==> config.mk <==
export PLATFORM = sky130hd
export DESIGN_NAME = cluster_cfg_regs
export DESIGN_NICKNAME = d
export VERILOG_FILES = /design/src/rtl/ccfg_pkg.sv /design/src/rtl/ccfg_host_regs.sv /design/src/rtl/ccfg_core_port.sv /design/src/rtl/cluster_cfg_regs.sv
export SDC_FILE = /design/constraint.sdc
export NUM_CORES = 1
export LEC_CHECK = 0
export BUFFER_PORTS_ARGS = -buffer_cell sky130_fd_sc_hd__buf_2
export CAP_MARGIN = 40
export CORE_ASPECT_RATIO = 0.7
export CORE_MARGIN = 3
export CORE_UTILIZATION = 46
export CTS_BUF_LIST = sky130_fd_sc_hd__clkbuf_4 sky130_fd_sc_hd__clkbuf_8
export DETAILED_ROUTE_END_ITERATION = 8
export PLACE_DENSITY_LB_ADDON = 0.1
export SETUP_SLACK_MARGIN = 0.02
export SYNTH_ARGS = -nofsm -noshare
export SYNTH_HDL_FRONTEND = slang
export SYNTH_HIERARCHICAL = 1
export SYNTH_SLANG_ARGS = --single-unit
==> constraint.sdc <==
create_clock -name clk -period 1.42 [get_ports clk]
set_input_delay 0.142 -clock clk [delete_from_list [all_inputs] [get_ports clk]]
set_output_delay 0.142 -clock clk [all_outputs]
set_load 0.02 [all_outputs]
==> src/rtl/ccfg_pkg.sv <==
package ccfg_pkg;

  localparam int OFS_W  = 22;
  localparam int HADDR_W = 8;
  localparam int DATA_W = 32;

  localparam logic [OFS_W-1:0]   OFS_CORE_ID = 22'h30_0000;
  localparam logic [OFS_W-1:0]   OFS_CLID    = 22'h30_0004;
  localparam logic [OFS_W-1:0]   OFS_BASE    = 22'h30_0008;

  localparam logic [HADDR_W-1:0] HOFS_CTRL   = 8'h00;
  localparam logic [HADDR_W-1:0] HOFS_BASE   = 8'h04;
  localparam logic [HADDR_W-1:0] HOFS_CLID   = 8'h08;
  localparam logic [HADDR_W-1:0] HOFS_BOOT0  = 8'h40;

  typedef enum logic [1:0] {
    CSEL_NONE,
    CSEL_CORE_ID,
    CSEL_CLID,
    CSEL_BASE
  } csel_e;

  typedef enum logic [2:0] {
    HSEL_NONE,
    HSEL_CTRL,
    HSEL_BASE,
    HSEL_CLID,
    HSEL_BOOT
  } hsel_e;

  // Core-side offset decode
  function automatic csel_e core_decode(input logic [OFS_W-1:0] ofs);
    csel_e s;
    case (ofs)
      OFS_CORE_ID: s = CSEL_CORE_ID;
      OFS_CLID:    s = CSEL_CLID;
      OFS_BASE:    s = CSEL_BASE;
      default:     s = CSEL_NONE;
    endcase
    return s;
  endfunction

  // Boot slot number from a host offset
  function automatic int boot_slot(input logic [HADDR_W-1:0] a);
    return (int'(a) - int'(HOFS_BOOT0)) >>> 2;
  endfunction

  // Host-side offset decode
  function automatic hsel_e host_decode(input logic [HADDR_W-1:0] a,
                                        input int ncore);
    hsel_e s;
    s = HSEL_NONE;
    if (a[1:0] == 2'b00) begin
      if (a == HOFS_CTRL)       s = HSEL_CTRL;
      else if (a == HOFS_BASE)  s = HSEL_BASE;
      else if (a == HOFS_CLID)  s = HSEL_CLID;
      else if (a >= HOFS_BOOT0 && boot_slot(a) < ncore) s = HSEL_BOOT;
    end
    return s;
  endfunction

endpackage

==> src/rtl/ccfg_host_regs.sv <==
module ccfg_host_regs
  import ccfg_pkg::*;
#(
  parameter int NCORE  = 8,
  parameter int BASE_W = 4,
  parameter int CLID_W = 5
) (
  input  logic                    clk,
  input  logic                    rst_n,
  input  logic                    host_we_i,
  input  logic [HADDR_W-1:0]      host_addr_i,
  input  logic [DATA_W-1:0]       host_wdata_i,
  output logic                    accel_rst_o,
  output logic [BASE_W-1:0]       base_o,
  output logic [CLID_W-1:0]       clid_o,
  output logic [NCORE*DATA_W-1:0] boot_o,
  output logic                    base_err_o
);

  hsel_e hsel;
  logic  accel_rst_q;
  logic [BASE_W-1:0] base_q;
  logic [CLID_W-1:0] clid_q;
  logic  err_q;

  // Named events for the checks below
  logic base_wr_ok;
  logic base_wr_blocked;
  logic err_clr;
  logic ctrl_wr;

  assign hsel            = host_decode(host_addr_i, NCORE);
  assign ctrl_wr         = host_we_i && (hsel == HSEL_CTRL);
  assign base_wr_ok      = host_we_i && (hsel == HSEL_BASE) && accel_rst_q;
  assign base_wr_blocked = host_we_i && (hsel == HSEL_BASE) && !accel_rst_q;
  assign err_clr         = ctrl_wr && host_wdata_i[1];

  always_ff @(posedge clk) begin
    if (!rst_n) begin
      accel_rst_q <= 1'b1;
      base_q      <= '0;
      clid_q      <= '0;
      err_q       <= 1'b0;
    end else begin
      if (ctrl_wr) accel_rst_q <= host_wdata_i[0];
      if (base_wr_ok) base_q <= host_wdata_i[BASE_W-1:0];
      if (host_we_i && (hsel == HSEL_CLID)) clid_q <= host_wdata_i[CLID_W-1:0];
      if (base_wr_blocked)  err_q <= 1'b1;
      else if (err_clr)     err_q <= 1'b0;
    end
  end

  for (genvar i = 0; i < NCORE; i++) begin : g_boot
    logic [DATA_W-1:0] boot_q;
    logic              slot_hit;
    assign slot_hit = host_we_i && (hsel == HSEL_BOOT) && (boot_slot(host_addr_i) == i);
    always_ff @(posedge clk) begin
      if (!rst_n)        boot_q <= '0;
      else if (slot_hit) boot_q <= host_wdata_i;
    end
    assign boot_o[i*DATA_W +: DATA_W] = boot_q;
  end

  assign accel_rst_o = accel_rst_q;
  assign base_o      = base_q;
  assign clid_o      = clid_q;
  assign base_err_o  = err_q;

  // base frozen while the accelerator runs
  p_base_frozen_r8: assert property (@(posedge clk) disable iff (!rst_n)
    !accel_rst_q |=> $stable(base_q));

  // a blocked base write raises the flag
  p_blocked_flags_r9: assert property (@(posedge clk) disable iff (!rst_n)
    base_wr_blocked |=> err_q);

  // the flag holds until cleared
  p_err_sticky_r9: assert property (@(posedge clk) disable iff (!rst_n)
    err_q && !err_clr |=> err_q);

  // a control write sets the reset level
  p_ctrl_level_r7: assert property (@(posedge clk) disable iff (!rst_n)
    ctrl_wr |=> (accel_rst_q == $past(host_wdata_i[0])));

endmodule

==> src/rtl/ccfg_core_port.sv <==
module ccfg_core_port
  import ccfg_pkg::*;
#(
  parameter int CORE_W = 3,
  parameter int BASE_W = 4,
  parameter int CLID_W = 5
) (
  input  logic              clk,
  input  logic              rst_n,
  input  logic              req_i,
  input  logic              we_i,
  input  logic [OFS_W-1:0]  ofs_i,
  input  logic [CORE_W-1:0] core_id_i,
  input  logic [CLID_W-1:0] clid_i,
  input  logic [BASE_W-1:0] base_i,
  output logic              rvalid_o,
  output logic [DATA_W-1:0] rdata_o,
  output logic              err_o
);

  csel_e             csel;
  logic [DATA_W-1:0] rd_mux;
  logic              rd_ev;
  logic              wr_ev;
  logic              rvalid_q;
  logic              err_q;
  logic [DATA_W-1:0] rdata_q;

  assign csel  = core_decode(ofs_i);
  assign rd_ev = req_i && !we_i;
  assign wr_ev = req_i && we_i;

  always_comb begin
    rd_mux = '0;
    case (csel)
      CSEL_CORE_ID: rd_mux[CORE_W-1:0] = core_id_i;
      CSEL_CLID:    rd_mux[CLID_W-1:0] = clid_i;
      CSEL_BASE:    rd_mux[BASE_W-1:0] = base_i;
      default:      rd_mux = '0;
    endcase
  end

  always_ff @(posedge clk) begin
    if (!rst_n) begin
      rvalid_q <= 1'b0;
      err_q    <= 1'b0;
      rdata_q  <= '0;
    end else begin
      rvalid_q <= req_i;
      err_q    <= wr_ev;
      rdata_q  <= rd_ev ? rd_mux : '0;
    end
  end

  assign rvalid_o = rvalid_q;
  assign err_o    = err_q;
  assign rdata_o  = rdata_q;

  // response one cycle after each request
  p_resp_next_r5: assert property (@(posedge clk) disable iff (!rst_n)
    req_i |=> rvalid_o);

  // no response without a request
  p_no_spurious_r5: assert property (@(posedge clk) disable iff (!rst_n)
    !req_i |=> !rvalid_o);

  // write attempts return an error with zero data
  p_write_err_r6: assert property (@(posedge clk) disable iff (!rst_n)
    wr_ev |=> (err_o && rdata_o == '0));

  // undefined offsets read as zero without error
  p_undef_zero_r4: assert property (@(posedge clk) disable iff (!rst_n)
    rd_ev && (csel == CSEL_NONE) |=> (rdata_o == '0 && !err_o));

  // reads never flag an error
  p_read_ok_r2: assert property (@(posedge clk) disable iff (!rst_n)
    rd_ev |=> !err_o);

endmodule

==> src/rtl/cluster_cfg_regs.sv <==
module cluster_cfg_regs
  import ccfg_pkg::*;
#(
  parameter int NCORE  = 8,
  parameter int BASE_W = 4,
  parameter int CLID_W = 5,
  localparam int CORE_W = (NCORE > 1) ? $clog2(NCORE) : 1
) (
  input  logic                    clk,
  input  logic                    rst_n,
  input  logic                    host_we_i,
  input  logic [HADDR_W-1:0]      host_addr_i,
  input  logic [DATA_W-1:0]       host_wdata_i,
  input  logic                    core_req_i,
  input  logic                    core_we_i,
  input  logic [OFS_W-1:0]        core_ofs_i,
  input  logic [CORE_W-1:0]       core_id_i,
  output logic                    core_rvalid_o,
  output logic [DATA_W-1:0]       core_rdata_o,
  output logic                    core_err_o,
  output logic                    accel_rst_o,
  output logic [BASE_W-1:0]       glob_base_o,
  output logic [CLID_W-1:0]       cluster_id_o,
  output logic [NCORE*DATA_W-1:0] boot_addr_o,
  output logic                    base_err_o
);

  logic [BASE_W-1:0] base_w;
  logic [CLID_W-1:0] clid_w;
  logic              core_wr_attempt;

  assign core_wr_attempt = core_req_i && core_we_i;

  ccfg_host_regs #(
    .NCORE  (NCORE),
    .BASE_W (BASE_W),
    .CLID_W (CLID_W)
  ) u_host (
    .clk          (clk),
    .rst_n        (rst_n),
    .host_we_i    (host_we_i),
    .host_addr_i  (host_addr_i),
    .host_wdata_i (host_wdata_i),
    .accel_rst_o  (accel_rst_o),
    .base_o       (base_w),
    .clid_o       (clid_w),
    .boot_o       (boot_addr_o),
    .base_err_o   (base_err_o)
  );

  ccfg_core_port #(
    .CORE_W (CORE_W),
    .BASE_W (BASE_W),
    .CLID_W (CLID_W)
  ) u_core (
    .clk       (clk),
    .rst_n     (rst_n),
    .req_i     (core_req_i),
    .we_i      (core_we_i),
    .ofs_i     (core_ofs_i),
    .core_id_i (core_id_i),
    .clid_i    (clid_w),
    .base_i    (base_w),
    .rvalid_o  (core_rvalid_o),
    .rdata_o   (core_rdata_o),
    .err_o     (core_err_o)
  );

  assign glob_base_o  = base_w;
  assign cluster_id_o = clid_w;

  // a core write attempt with no host write alters no output
  p_core_wr_inert_r6: assert property (@(posedge clk) disable iff (!rst_n)
    core_wr_attempt && !host_we_i |=>
      ($stable(glob_base_o) && $stable(cluster_id_o) &&
       $stable(boot_addr_o) && $stable(accel_rst_o) && $stable(base_err_o)));

  // base reads return the current base register
  p_base_read_r12: assert property (@(posedge clk) disable iff (!rst_n)
    core_req_i && !core_we_i && (core_ofs_i == OFS_BASE) && !host_we_i |=>
      (core_rdata_o == {{(DATA_W-BASE_W){1'b0}}, glob_base_o}));

endmodule

After elaboration in Yosys (flattened, before gate mapping)
Index checks and enable logic that the tools add are counted.
{ "totals": {"out_inout_bits": 301, "regBits": 301, "word_cells": 75, "in_bits": 70} }
{ "op_classes": {"reduce_logical": 26, "magnitude_cmp": 2, "n_eq_ne": 19, "mux": 10, "add_sub_neg": 1} }
{ "op_table": {"columns": ["op", "count"], "rows": [
  ["equality test 22 bit (second input constant)", 3],
  ["logical NOT 32 bit", 1],
  ["equality test 7 x 4 -> 1 bit (second input constant)", 4],
  ["logical AND 1 bit", 18],
  ["2-to-1 mux 3 bit", 5],
  ["equality test 7 x 3 -> 1 bit (second input constant)", 2],
  ["case mux 3 bit (3 select lines)", 1],
  ["subtractor 8 x 7 -> 9 bit (second input constant)", 1],
  ["equality test 8 x 3 -> 1 bit (second input constant)", 1],
  ["equality test 8 x 4 -> 1 bit (second input constant)", 1],
  ["greater-or-equal comparator 8 x 7 -> 1 bit (second input constant)", 1],
  ["logical NOT 8 bit", 1],
  ["equality test 7 x 2 -> 1 bit (second input constant)", 1],
  ["< comparator 7 x 5 -> 1 bit (second input constant)", 1],
  ["equality test 3 x 2 -> 1 bit (second input constant)", 2],
  ["case mux 2 bit (3 select lines)", 1],
  ["equality test 2 bit (second input constant)", 2],
  ["equality test 3 x 1 -> 1 bit (second input constant)", 1],
  ["equality test 3 bit (second input constant)", 1],
  ["AND reduction 3 bit", 1],
  ["equality test 2 x 1 -> 1 bit (second input constant)", 1],
  ["logical NOT 1 bit", 2],
  ["logical NOT 2 bit", 1],
  ["2-to-1 mux 1 bit", 2],
  ["3 further kinds", 3]
]} }

Depth between registers and ports, before layout
{ "logic_depth": {"ltp_word": 13, "mapped_depth": 7, "ltp_nobuf": 5} }

Modules after synthesis
The synthesis kept the hierarchy.
{ "modules_own_cells": {"columns": ["module", "seq_area_each_um2", "n_inst", "cells_per_inst", "area_each_um2"], "rows": [
  ["ccfg_host_regs", 5345.1, 1, 919, 9654.3],
  ["ccfg_core_port", 140.1, 1, 63, 579.3]
]} }

Least setup slack after synthesis
Ideal clock, no wire load.
{ "synth_path": {"path_type": "input port to flip-flop", "from": "in host_addr_i[6]", "to": "reg u_host.g_boot[2].boot_q[1]", "setup_slack_ns": -0.087, "arrival_time_ns": 1.378, "n_path_buf": 2, "required_time_ns": 1.292, "path_stages": 7, "setup_ns": 0.128, "cell_sequence": "inv_1 -> ha_1 -> and4b_1 -> buf_2 -> nand4b_2 -> buf_2 -> mux2i_1"} }
{ "synth_between": {"elab_chain_len": 11, "word_cells_on_any_way": 16, "cone_classes": "1 x add/sub; 2 x order compare; 4 x eq/ne; 5 x mux; 4 x reduce/logical"} }
{ "synth_rtl": {"columns": ["element", "line", "text"], "rows": [
  ["start: declaration", "cluster_cfg_regs.sv:12", "input logic [HADDR_W-1:0] host_addr_i,"],
  ["subtractor 8 x 7 -> 9 bit", "ccfg_pkg.sv:45", "return (int'(a) - int'(HOFS_BOOT0)) >>> 2;"],
  ["< comparator 7 x 5 -> 1 bit", "ccfg_pkg.sv:57", "else if (a >= HOFS_BOOT0 && boot_slot(a) < ncore) s = HSEL_BOOT;"],
  ["logical AND 1 bit", "ccfg_pkg.sv:57", null],
  ["2-to-1 mux 3 bit", "ccfg_pkg.sv:57", null],
  ["2-to-1 mux 3 bit", "ccfg_pkg.sv:56", "else if (a == HOFS_CLID) s = HSEL_CLID;"],
  ["2-to-1 mux 3 bit", "ccfg_pkg.sv:55", "else if (a == HOFS_BASE) s = HSEL_BASE;"],
  ["2-to-1 mux 3 bit", "ccfg_pkg.sv:54", "if (a == HOFS_CTRL) s = HSEL_CTRL;"],
  ["2-to-1 mux 3 bit", "ccfg_pkg.sv:53", "if (a[1:0] == 2'b00) begin"],
  ["equality test 3 bit", "ccfg_host_regs.sv:56", "assign slot_hit = host_we_i && (hsel == HSEL_BOOT) && (boot_slot(host_addr_i) == i);"],
  ["logical AND 1 bit", "ccfg_host_regs.sv:56", null],
  ["logical AND 1 bit (*)", "ccfg_host_regs.sv:56", null],
  ["end signal: assignment", "ccfg_host_regs.sv:59", "else if (slot_hit) boot_q <= host_wdata_i;"],
  ["end: declaration", "ccfg_host_regs.sv:54", "logic [DATA_W-1:0] boot_q;"]
]} }
Every way passes the cells marked *; elsewhere a longest branch is shown, timed or not.
A chain may end at the register's enable or synchronous reset.

==> summary by stage <==
CTS
No sink is reached through more buffers than the 3 on the longest clock path. The insertion delay of the later-clocked pin in the worst-skew pair is 0.52 ns. The library cell used as clock root buffer is sky130_fd_sc_hd__clkbuf_8. The clock tree from TritonCTS is built. Buffers added to address setup during post-CTS repair amount to 0.

Clock-pin slew was measured on the worst setup and hold paths at 0.06 ns. Gates resized during post-CTS repair numbered 0. The number of buffers created by CTS is 41.

The TritonCTS sink count is 274. The maximum level of the CTS H-tree is 2.

Timing
On the final layout, the worst clock skew is 0.00926 ns. The final worst slack is 0.122 ns. The maximum clock frequency is 0.771 GHz. After layout, the minimum clock period comes to 1.30 ns.

Setup repair after global routing left no endpoint under its margin. The max-slew violation count is 0. The worst-case hold slack is 0.0569 ns. The hold violation count in the final report came to 0.

The setup TNS after final layout is 0 ns. The number of endpoints failing setup at the final stage is 0. The final critical-path share of the clock period is 91.4%.

Global route
The largest net degree at the start of global routing is 42. The first-pass GRT wire length is 45,700 um. The number of global-route vias before repair is 8,183.

The overall routing resource usage is 24.2%. The initial antenna violation count is 0. Global routing finished with a remaining overflow of 0.

Final layout
The most common cell after layout, fill and taps aside is sky130_fd_sc_hd__buf_2. The total area of multi-input combinational cells is 0.00444 mm^2. After filler insertion, the fill cell instance count of the layout stands at 1,781. The end-of-flow core utilization is 64.1%.

Relative to the synthesized area, the layout overhead comes to 33.5%. The repair_antennas step left the layout with diodes totalling 0. The footprint of the flip-flops and latches is 0.00549 mm^2. In the final layout, the share of cells above drive strength 1 is 33.6%. The total number of nets in the final design is 1,446. Leaving out fill and tap cells, the most frequent cells in the layout are sky130_fd_sc_hd__buf_2, sky130_fd_sc_hd__nand2_1, sky130_fd_sc_hd__dfxtp_1, sky130_fd_sc_hd__mux2i_1, sky130_fd_sc_hd__clkbuf_8.

Detailed routing
For this run, the detailed router's first-pass iteration total came to 5. After detailed routing, the number of remaining DRC violations is 0. The violation count after the first detailed-route iteration is 322. The post-detailed-route via-to-cell ratio is 4.96. In this run the remaining antenna-violating nets after routing total 0. The via count is 8,296. The routed wire length is 30,500 um. In the final routed layout, each cell accounts on average for 18.2 um.

Power and ir drop
The largest voltage drop on the vdd net is 692 uV. The overall power after layout is 14.7 mW. In this run the static leakage power is 8.08 nW. The power density normalized to cell area is 1080 mW/mm^2.

Logic synthesis
The synthesized instance count is 982. The fraction of the mapped netlist area in adder cells is 0.245%. During synthesis, Yosys emitted a total of 6 warnings. Among all flip-flop cells after synthesis, the most frequent one is sky130_fd_sc_hd__dfxtp_1. Dividing the synthesized area by the synthesized cell count gives 10.4 um^2. The synthesized cell area is 0.0102 mm^2. The xor and xnor fraction of the mapped netlist area is 0%. By area, the combinational part of the netlist is dominated by multiplexers. The async set-reset flop share out of synthesis is 0%. The multiplexer share of the synthesized area is 26.3%. After Yosys synthesis, and, or, nand and nor cells account for 14.5% of the synthesized area. Yosys mapped a number of flops with a built-in enable equal to 0. The complex-gate fraction of the synthesized area is 0.587%.

The flip-flop and latch count after synthesis is 274. Yosys mapped the design onto 31 distinct sky130hd cell types. The share of the Yosys chip area taken by registers is 53.6%.

Die
The die is 184 um wide. Once the floorplan was initialized, standard cells occupied 48.0% of the core. The total number of placement rows is 44. In this run the vertical extent of the chip is 131 um.

The die covers 0.0241 mm^2. 371 I/O pins were placed. The floorplan core area is 0.0213 mm^2.

Outcome
The run finished with clean final reports.

Placed design
Routability-driven placement finished with a final weighted congestion of 0.781. Detailed placement ended at an HPWL of 21,500 um. During placement, the flow inserted port buffers numbering 343. Prior to clock tree synthesis, the placed netlist has a worst setup slack of -0.225 ns.

Worst setup path
STA puts the critical path data required time at 1.85 ns. The data arrival at the endpoint of the critical path is 1.73 ns. The worst setup path is launched from a primary input. The startpoint-to-endpoint class of the critical path is primary input to flop. The maximum fanout along the worst path is 33. STA classifies the critical path endpoint as a flop.

Job
Max-cap violations in this run came to 0.

Worst hold path
In this run the worst hold path is classified as primary input to flop.
[Yosys cell counts (all sizes together) (2+ instances only)]
cell | count | area (um^2)
mux2i | 269 | 2690
ha | 2 | 25.0
nand4 | 6 | 68.8
and4b | 2 | 20.0
buf | 53 | 333
nand2 | 301 | 1130
nor3 | 4 | 20.0
nor4 | 4 | 58.8
nor2 | 2 | 7.51
dfxtp | 274 | 5490
nand4b | 5 | 68.8
and2 | 2 | 12.5
nor2b | 6 | 45.0
a2bb2oi | 3 | 26.3
clkbuf | 37 | 139
inv | 2 | 7.51
[state kept, by name, indices dropped and copies added, names as in the netlist]
signal	count
u_core/err_o	1
u_core/rdata_o	5
u_core/rvalid_o	1
u_host/accel_rst_o	1
u_host/base_err_o	1
u_host/base_o	4
u_host/clid_o	5
u_host/g_boot.boot_q	256
[worst max-delay path, stage by stage]
cell and delay (ns):
sky130_fd_sc_hd__dlygate4sd3_1 0.55, sky130_fd_sc_hd__clkbuf_8 0.26, sky130_fd_sc_hd__buf_12 0.21, sky130_fd_sc_hd__nand2_1 0.30
sky130_fd_sc_hd__mux2i_1 0.24
[cell type report]
class                           count  share of cell area [%]
Clock inverter                      2                   0.101
Timing Repair Buffer              413                    19.0
Multi-Input combinational cell    642                    32.5
Inverter                            2                  0.0549
Sequential cell                   274                    40.1
Clock buffer                       65                    5.68
Tap cell                          276                    2.53
[cell families (layout without fill, tap and decap cells)]
group	Yosys count	in the layout
compound gates	7	7
fa+ha+maj	2	2
buf+inv	92	482
flops	274	274
mux	269	269
other cells	1	27
simple gates	337	337
[power breakdown]
part | switching (mW) | internal [mW]
clock | 2.87 | 3.44
combinational | 0.468 | 0.250
sequential | 0.00194 | 7.69
[metal layers]
layer  vias up  wire, um  track usage [%]
met5         -         0                0
met4         0       612             6.93
met3        46      2470             7.69
met2       305     14100             40.4
met1      3945     13400             30.4
li1       4000         -                -
[path summary, 6_finish.rpt]
kind	from	to	slack, ns	cells after the start
setup / recovery	rst_n	u_host/g_boot[0].boot_q[1]	0.12	5
setup reg to reg	u_host/accel_rst_o	u_host/base_o[3]	0.28	3
hold reg to reg	u_host/g_boot[6].boot_q[5]	u_host/g_boot[6].boot_q[5]	0.46	2
hold / removal	core_id_i[2]	u_core/rdata_o[2]	0.06	4
[stage by stage]
stage | area, um^2 | instances
finish | 13700 | 1674
global route | 13700 | 1674
detailed placement | 12600 | 1580
floorplan | 10400 | 1008
global placement | 12600 | 1580
CTS | 13700 | 1674
[repair_timing]
item,4_1_cts,5_1_grt
hold buffers,27,0
setup endpoints to repair,0,0
endpoints found under the hold margin,13,0
Note: power is estimated with default switching activity, not from simulation.
